## config.mk

```make
export PLATFORM = sky130hd
export DESIGN_NAME = acc_core
export DESIGN_NICKNAME = d
export VERILOG_FILES = /design/src/rtl/acc_core.sv
export SDC_FILE = /design/constraint.sdc
export NUM_CORES = 1
export LEC_CHECK = 0
export BUFFER_PORTS_ARGS = -buffer_cell sky130_fd_sc_hd__buf_4
export CAP_MARGIN = 25
export CORE_ASPECT_RATIO = 0.5
export CORE_UTILIZATION = 38
export CTS_CLUSTER_DIAMETER = 40
export DETAILED_ROUTE_END_ITERATION = 6
export RECOVER_POWER = 100
export SLEW_MARGIN = 5
export SYNTH_ARGS = -nofsm -noshare
export SYNTH_HDL_FRONTEND = slang
export SYNTH_SLANG_ARGS = --single-unit
```

## constraint.sdc

```tcl
create_clock -name clk -period 7.1 [get_ports clk]
set_input_delay 0 -clock clk [delete_from_list [all_inputs] [get_ports clk]]
set_output_delay 0 -clock clk [all_outputs]
set_load 0.02 [all_outputs]
```

## src/rtl/acc_core.sv

```systemverilog
module acc_core (
  input  logic        clk,
  input  logic        rst_n,
  output logic [14:0] mem_addr,
  input  logic [7:0]  mem_rdata,
  output logic [7:0]  mem_wdata,
  output logic        mem_we,
  output logic        halted,
  output logic [23:0] acc,
  output logic [23:0] idx,
  output logic [23:0] link,
  output logic [14:0] pc,
  output logic [1:0]  cc
);

  localparam logic [7:0] OP_LDA  = 8'h00;
  localparam logic [7:0] OP_LDX  = 8'h04;
  localparam logic [7:0] OP_LDL  = 8'h08;
  localparam logic [7:0] OP_STA  = 8'h0C;
  localparam logic [7:0] OP_STX  = 8'h10;
  localparam logic [7:0] OP_ADD  = 8'h18;
  localparam logic [7:0] OP_SUB  = 8'h1C;
  localparam logic [7:0] OP_COMP = 8'h28;
  localparam logic [7:0] OP_TIX  = 8'h2C;
  localparam logic [7:0] OP_JEQ  = 8'h30;
  localparam logic [7:0] OP_JGT  = 8'h34;
  localparam logic [7:0] OP_JLT  = 8'h38;
  localparam logic [7:0] OP_J    = 8'h3C;
  localparam logic [7:0] OP_JSUB = 8'h48;
  localparam logic [7:0] OP_RSUB = 8'h4C;
  localparam logic [7:0] OP_LDCH = 8'h50;
  localparam logic [7:0] OP_STCH = 8'h54;

  localparam logic [1:0] CC_EQ = 2'b00;
  localparam logic [1:0] CC_LT = 2'b01;
  localparam logic [1:0] CC_GT = 2'b10;

  typedef enum logic [2:0] {S_FETCH, S_DECODE, S_READ, S_EXEC, S_WRITE, S_HALT} state_t;

  state_t      st;
  logic [23:0] a_q, x_q, l_q, ir_q, dw_q;
  logic [14:0] pc_q, ta_q;
  logic [1:0]  cc_q, cnt_q;

  logic [7:0]  op;
  logic [14:0] ta_c;
  logic [23:0] x_inc, wsrc;
  logic        byte_op, op_read, op_write, op_branch;
  logic [1:0]  rd_last, wr_last;

  function automatic logic [1:0] cmp24(input logic [23:0] p, input logic [23:0] q);
    if ($signed(p) < $signed(q)) return CC_LT;
    else if (p == q)             return CC_EQ;
    else                         return CC_GT;
  endfunction

  assign op        = ir_q[23:16];
  assign ta_c      = ir_q[14:0] + (ir_q[15] ? x_q[14:0] : 15'd0);
  assign x_inc     = x_q + 24'd1;
  assign byte_op   = (op == OP_LDCH) || (op == OP_STCH);
  assign rd_last   = byte_op ? 2'd1 : 2'd3;
  assign wr_last   = byte_op ? 2'd0 : 2'd2;
  assign wsrc      = (op == OP_STX) ? x_q : a_q;
  assign op_read   = op inside {OP_LDA, OP_LDX, OP_LDL, OP_ADD, OP_SUB, OP_COMP, OP_TIX, OP_LDCH};
  assign op_write  = op inside {OP_STA, OP_STX, OP_STCH};
  assign op_branch = op inside {OP_JEQ, OP_JGT, OP_JLT, OP_J, OP_JSUB, OP_RSUB};

  assign mem_addr = ((st == S_FETCH) ? pc_q : ta_q) + {13'd0, cnt_q};
  assign mem_we   = (st == S_WRITE);
  assign halted   = (st == S_HALT);
  assign acc      = a_q;
  assign idx      = x_q;
  assign link     = l_q;
  assign pc       = pc_q;
  assign cc       = cc_q;

  always_comb begin
    case (cnt_q)
      2'd0:    mem_wdata = byte_op ? a_q[7:0] : wsrc[23:16];
      2'd1:    mem_wdata = wsrc[15:8];
      default: mem_wdata = wsrc[7:0];
    endcase
  end

  always_ff @(posedge clk or negedge rst_n) begin
    if (!rst_n) begin
      st    <= S_FETCH;
      a_q   <= '0;
      x_q   <= '0;
      l_q   <= '0;
      ir_q  <= '0;
      dw_q  <= '0;
      pc_q  <= '0;
      ta_q  <= '0;
      cc_q  <= CC_EQ;
      cnt_q <= '0;
    end else begin
      case (st)
        S_FETCH: begin
          if (cnt_q != 2'd0) ir_q <= {ir_q[15:0], mem_rdata};
          if (cnt_q == 2'd3) begin
            st    <= S_DECODE;
            cnt_q <= 2'd0;
            pc_q  <= pc_q + 15'd3;
          end else begin
            cnt_q <= cnt_q + 2'd1;
          end
        end
        S_DECODE: begin
          ta_q  <= ta_c;
          cnt_q <= 2'd0;
          if (op_read)       st <= S_READ;
          else if (op_write) st <= S_WRITE;
          else if (op_branch) begin
            st <= S_FETCH;
            case (op)
              OP_JEQ:  if (cc_q == CC_EQ) pc_q <= ta_c;
              OP_JGT:  if (cc_q == CC_GT) pc_q <= ta_c;
              OP_JLT:  if (cc_q == CC_LT) pc_q <= ta_c;
              OP_J:    pc_q <= ta_c;
              OP_JSUB: begin
                l_q  <= {9'd0, pc_q};
                pc_q <= ta_c;
              end
              default: pc_q <= l_q[14:0];
            endcase
          end else begin
            st <= S_HALT;
          end
        end
        S_READ: begin
          if (cnt_q != 2'd0) dw_q <= {dw_q[15:0], mem_rdata};
          if (cnt_q == rd_last) begin
            st    <= S_EXEC;
            cnt_q <= 2'd0;
          end else begin
            cnt_q <= cnt_q + 2'd1;
          end
        end
        S_EXEC: begin
          st <= S_FETCH;
          case (op)
            OP_LDA:  a_q <= dw_q;
            OP_LDX:  x_q <= dw_q;
            OP_LDL:  l_q <= dw_q;
            OP_ADD:  a_q <= a_q + dw_q;
            OP_SUB:  a_q <= a_q - dw_q;
            OP_COMP: cc_q <= cmp24(a_q, dw_q);
            OP_TIX: begin
              x_q  <= x_inc;
              cc_q <= cmp24(x_inc, dw_q);
            end
            OP_LDCH: a_q[7:0] <= dw_q[7:0];
            default: ;
          endcase
        end
        S_WRITE: begin
          if (cnt_q == wr_last) begin
            st    <= S_FETCH;
            cnt_q <= 2'd0;
          end else begin
            cnt_q <= cnt_q + 2'd1;
          end
        end
        default: st <= S_HALT;
      endcase
    end
  end

  AST_PC_STEP: assert property (@(posedge clk) disable iff (!rst_n)
    (st == S_DECODE) |-> (pc_q == $past(pc_q) + 15'd3));

  AST_TIX_STEP: assert property (@(posedge clk) disable iff (!rst_n)
    ($past(st) == S_EXEC && $past(op) == OP_TIX) |-> (x_q == $past(x_q) + 24'd1));

  AST_LINK_SAVE: assert property (@(posedge clk) disable iff (!rst_n)
    ($past(st) == S_DECODE && $past(op) == OP_JSUB) |-> (l_q == {9'd0, $past(pc_q)} && pc_q == $past(ta_c)));

  AST_CHAR_UPPER: assert property (@(posedge clk) disable iff (!rst_n)
    ($past(st) == S_EXEC && $past(op) == OP_LDCH) |-> (a_q[23:8] == $past(a_q[23:8])));

  AST_BAD_OP_HALT: assert property (@(posedge clk) disable iff (!rst_n)
    (st == S_DECODE && !op_read && !op_write && !op_branch) |=> halted);

  AST_HALT_STICKY: assert property (@(posedge clk) disable iff (!rst_n)
    halted |=> (halted && $stable(pc_q) && !mem_we));

  AST_CC_SOURCE: assert property (@(posedge clk) disable iff (!rst_n)
    !$stable(cc_q) |-> ($past(st) == S_EXEC && ($past(op) == OP_COMP || $past(op) == OP_TIX)));

endmodule

```

==> results.txt <==
The flow ran to the end, but the final reports show violations. The final reports fail on capacitance limit, slew limit. The layout has 3272 filler cells. For the met2 wire length, the log shows 18.6 mm. The cell type of the slowest stage on the worst timing path is sky130_fd_sc_hd__clkbuf_1.

sky130_fd_sc_hd__nand2_1 is the most common cell in the netlist. The insertion delay of the later-clocked pin in the worst-skew pair was 0.45 ns; the final design utilization was 43.5%. Kind of path behind the tightest hold check: in -> reg. Signal routing reaches up to met4. Data on the critical path is required at its endpoint by 7.35 ns. Worst-case setup margin in the final layout: 2.58 ns. The final weighted congestion in routability-driven placement is 0.924, and the number of rows in the core area is 46.

The run gives 3930 sq um as the combined flip-flop and latch cell area. Clock tree synthesis selected as its root buffer the cell sky130_fd_sc_hd__clkbuf_16. The time the worst path needs with I/O delays and setup came out at 4.52 ns.

The data arrival time of the worst path is 4.77 ns. Yosys attributes the largest share of cell area to sky130_fd_sc_hd__dfrtp_1 (32%), sky130_fd_sc_hd__ha_1 (9.3%), sky130_fd_sc_hd__o21ai_0 (6.2%). The violation count after the first detailed-routing iteration was 1222; the remaining antenna violation count was 0. The mean number of vias per cell came out at 5.83. The number of nets in the layout came out at 1705. Final hold analysis gives a worst-case slack of 0.320 ns. In this run the static leakage power is 6.07 nW.

During placement, the flow inserted port buffers numbering 123. The count of TritonRoute iterations in the first routing pass came out at 6. The most numerous cell type found on the critical path is sky130_fd_sc_hd__clkbuf_1. The die is 257 um wide.

The number of buffer and inverter stages on the critical path works out to 2. For the total overflow reported by the global router, the log shows 0. The number of enable flip-flop cells after synthesis was 0; the H-tree level count was 4. For the total area of multi-input combinational cells, the log shows 7820 sq um. The clock passes through at most 2 buffers. The detailed router put a total of 20.4 mm of wire on met1.

The tools report the area enclosed by the die boundary as 33300 sq um. The all-layer global routing usage came out at 25.8%. For the via count of the first global-routing pass, the log shows 10700. The tree built by TritonCTS fans out to 157 sinks. In this run the biggest area consumer among cell types represents 31.8% of the synthesized area. The antenna cell count is 0. For the normalized max-slew margin, the log shows -119%. For the final count of hold timing violations, the log shows 0. Cells with a size suffix above 1 make up 5.46% of the layout. The worst setup path is captured at a flip-flop.

The number of max-slew violations in the final report is 276. The synthesized netlist occupies a cell area of 12400 sq um. The slew at the pin closest to its max-slew limit is 3.29 ns.

After synthesis, the mean cell area works out to 8.14 sq um. For the I/O pin count, the log shows 124. The async set-or-reset flop fraction in the synthesized netlist is 100%, and the power density normalized to cell area is 309 nW/um^2. At the placement stage, the worst setup path has a slack of 3.01 ns. In the synthesized netlist, the number of instances is 1519. Synthesis instantiated 65 different standard cells from the library. The highest clock rate was 221 MHz. In this run, synthesis produced a sequential element count of 157. Along the worst path, the maximum fanout reaches 48. The die is 130 um tall. After detailed routing, the number of remaining DRC violations is 0. The delay of the slowest cell on the worst path works out to 1.39 ns. Final worst clock skew: 0.00815 ns. Counting the buffers created by CTS gives 17.

For the detailed-route wire length, the log shows 43.2 mm. For this configuration, the core starts out at a cell density of 38.8%. The total of cells resized after clock tree synthesis is 0. The number of antenna violations at the first check in global routing was 0. The tools report the kind of start point of the critical path as a flip-flop. The run gives 3.11 mm as the total length of routed met3 wires.

Detailed placement finished with a half-perimeter wire length of 32.4 mm. Dominant synthesized flop cell: sky130_fd_sc_hd__dfrtp_1. Leading area contributor after synthesis: sky130_fd_sc_hd__dfrtp_1. TritonCTS built the clock tree. The via count of the routed design was 11900; the synthesized net count was 1625.

The run gives 130 uV as the worst vdd rail ir drop. Yosys printed 0 warnings. The relative area change from synthesis to final layout is 12.1%. Walking the worst path, the cells encountered are or2_2 -> clkbuf_1 -> o22ai_1 -> nand2_1 -> clkbuf_1 -> o21ai_0.

Routed length per instance: 21.1 um. Max-cap violations in this run came to 6. The first-pass GRT wire length is 65.7 mm. The largest net degree at the start of global routing is 61, and the final period utilization is 63.7%.

By count the netlist is led by sky130_fd_sc_hd__nand2_1 (181), sky130_fd_sc_hd__dfrtp_1 (157), sky130_fd_sc_hd__o21ai_0 (152). Setup repair after global routing left no endpoint under its margin. Setup violations remaining at the end of the flow were counted as 0. The core region is 31800 sq um. For the final routed database, the setup TNS stands at 0 ns. Clock-pin slew was measured on the worst setup and hold paths at 0.07 ns. Startpoint-to-endpoint class of the critical path: reg -> reg.

The kind of cell with the highest combined delay along the critical path is buffers and inverters. For this run, the register share of the synthesized area comes to 31.8%. The post-layout instance area was 13900 sq um. In this run the cell area measured after placement is 13600 sq um.
## layout by cell type (no fill, tap or decap), types with 15 or more instances in the layout
master,instances
sky130_fd_sc_hd__nand2_1,181
sky130_fd_sc_hd__dfrtp_1,157
sky130_fd_sc_hd__o21ai_0,151
sky130_fd_sc_hd__clkbuf_1,128
sky130_fd_sc_hd__nor2_1,115
sky130_fd_sc_hd__a21oi_1,112
sky130_fd_sc_hd__ha_1,92
sky130_fd_sc_hd__inv_1,67
sky130_fd_sc_hd__nand3_1,51
sky130_fd_sc_hd__mux2i_1,44
sky130_fd_sc_hd__xor2_1,37
sky130_fd_sc_hd__xnor2_1,33
sky130_fd_sc_hd__nor3_1,31
sky130_fd_sc_hd__mux2_2,24
sky130_fd_sc_hd__nand4_1,22
sky130_fd_sc_hd__a31oi_1,19
sky130_fd_sc_hd__a211oi_1,18
sky130_fd_sc_hd__buf_4,18
sky130_fd_sc_hd__a21o_1,17
sky130_fd_sc_hd__nand2b_1,17
sky130_fd_sc_hd__o31ai_1,17
sky130_fd_sc_hd__clkbuf_16,17
sky130_fd_sc_hd__a221oi_1,16
sky130_fd_sc_hd__nor4_1,15
## timing repair
action | 4_1_cts | 5_1_grt
hold buffers | 9 | 0
endpoints found under the hold margin | 74 | 0
buffers inserted | 0 | 0
## flip-flops by register name (all words and copies together) (netlist names)
name	flops
cc	2
idx	24
acc	24
st	3
pc	15
link	24
ir_q	24
dw_q	24
ta_q	15
cnt_q	2
## stage by stage
step,power (mW),instances
2_1_floorplan,2.69,1519
3_3_place_gp,3.40,2000
3_5_place_dp,3.40,2001
4_1_cts,4.38,2042
5_1_grt,4.55,2044
6_report,4.28,2044
## final cells by class
type,instances,share of cell area (%)
well taps,432,3.90
repair buffers,155,5.17
inverters,67,1.82
clock inverters,13,1.12
clock buffers,19,3.20
flip-flops and latches,157,28.4
multi-input cells,1201,56.4
## power by group
part / total (mW) / leakage [nW] / switching, mW / internal [mW]
logic: 1.84 / 3.74 / 1.19 / 0.657
clock network: 0.964 / 0.289 / 0.427 / 0.537
registers: 1.48 / 2.05 / 0.384 / 1.09
total: 4.28 / 6.07 / 2.00 / 2.29
## cells by family (layout without fill, tap and decap cells)
logic type / count (synthesis) / after routing / synth area share [%]
and+or+nand+nor: 510 / 510 / 19.3
AOI/OAI and AO/OA: 455 / 455 / 23.1
adders and majority gates: 98 / 98 / 10.1
buffers and inverters: 161 / 254 / 4.99
muxes: 68 / 68 / 5.75
xor gates and xnor gates: 70 / 70 / 4.96
DFF: 157 / 157 / 31.8
## worst min-delay path, cell delays in order
cell                            delay [ns]
sky130_fd_sc_hd__dlygate4sd3_1        0.53
sky130_fd_sc_hd__buf_4                0.11
sky130_fd_sc_hd__nand2_1              0.04
sky130_fd_sc_hd__o21ai_0              0.05
## layer usage
metal	vias to the layer above	track usage, %
met4	0	8.68
met3	59	4.30
li1	5645	-
met1	5740	38.2
met2	481	37.8
met5	-	0
## worst paths after layout
kind	start	endpoint	slack, ns	cells past startpoint
worst max-delay path	st[2]$_DFFE_PN0P_	link[12]$_DFFE_PN0P_	2.58	6
worst min-delay path	mem_rdata[3]	dw_q[3]$_DFFE_PN0P_	0.32	4
worst max register to register	st[2]$_DFFE_PN0P_	link[12]$_DFFE_PN0P_	2.58	6
worst min register to register	link[19]$_DFFE_PN0P_	link[19]$_DFFE_PN0P_	0.48	2
max in group asynchronous	rst_n	acc[17]$_DFFE_PN0P_	3.81	3
min in group asynchronous	rst_n	ta_q[2]$_DFFE_PN0P_	1.21	2
Note: power is estimated with default switching activity, not from simulation.
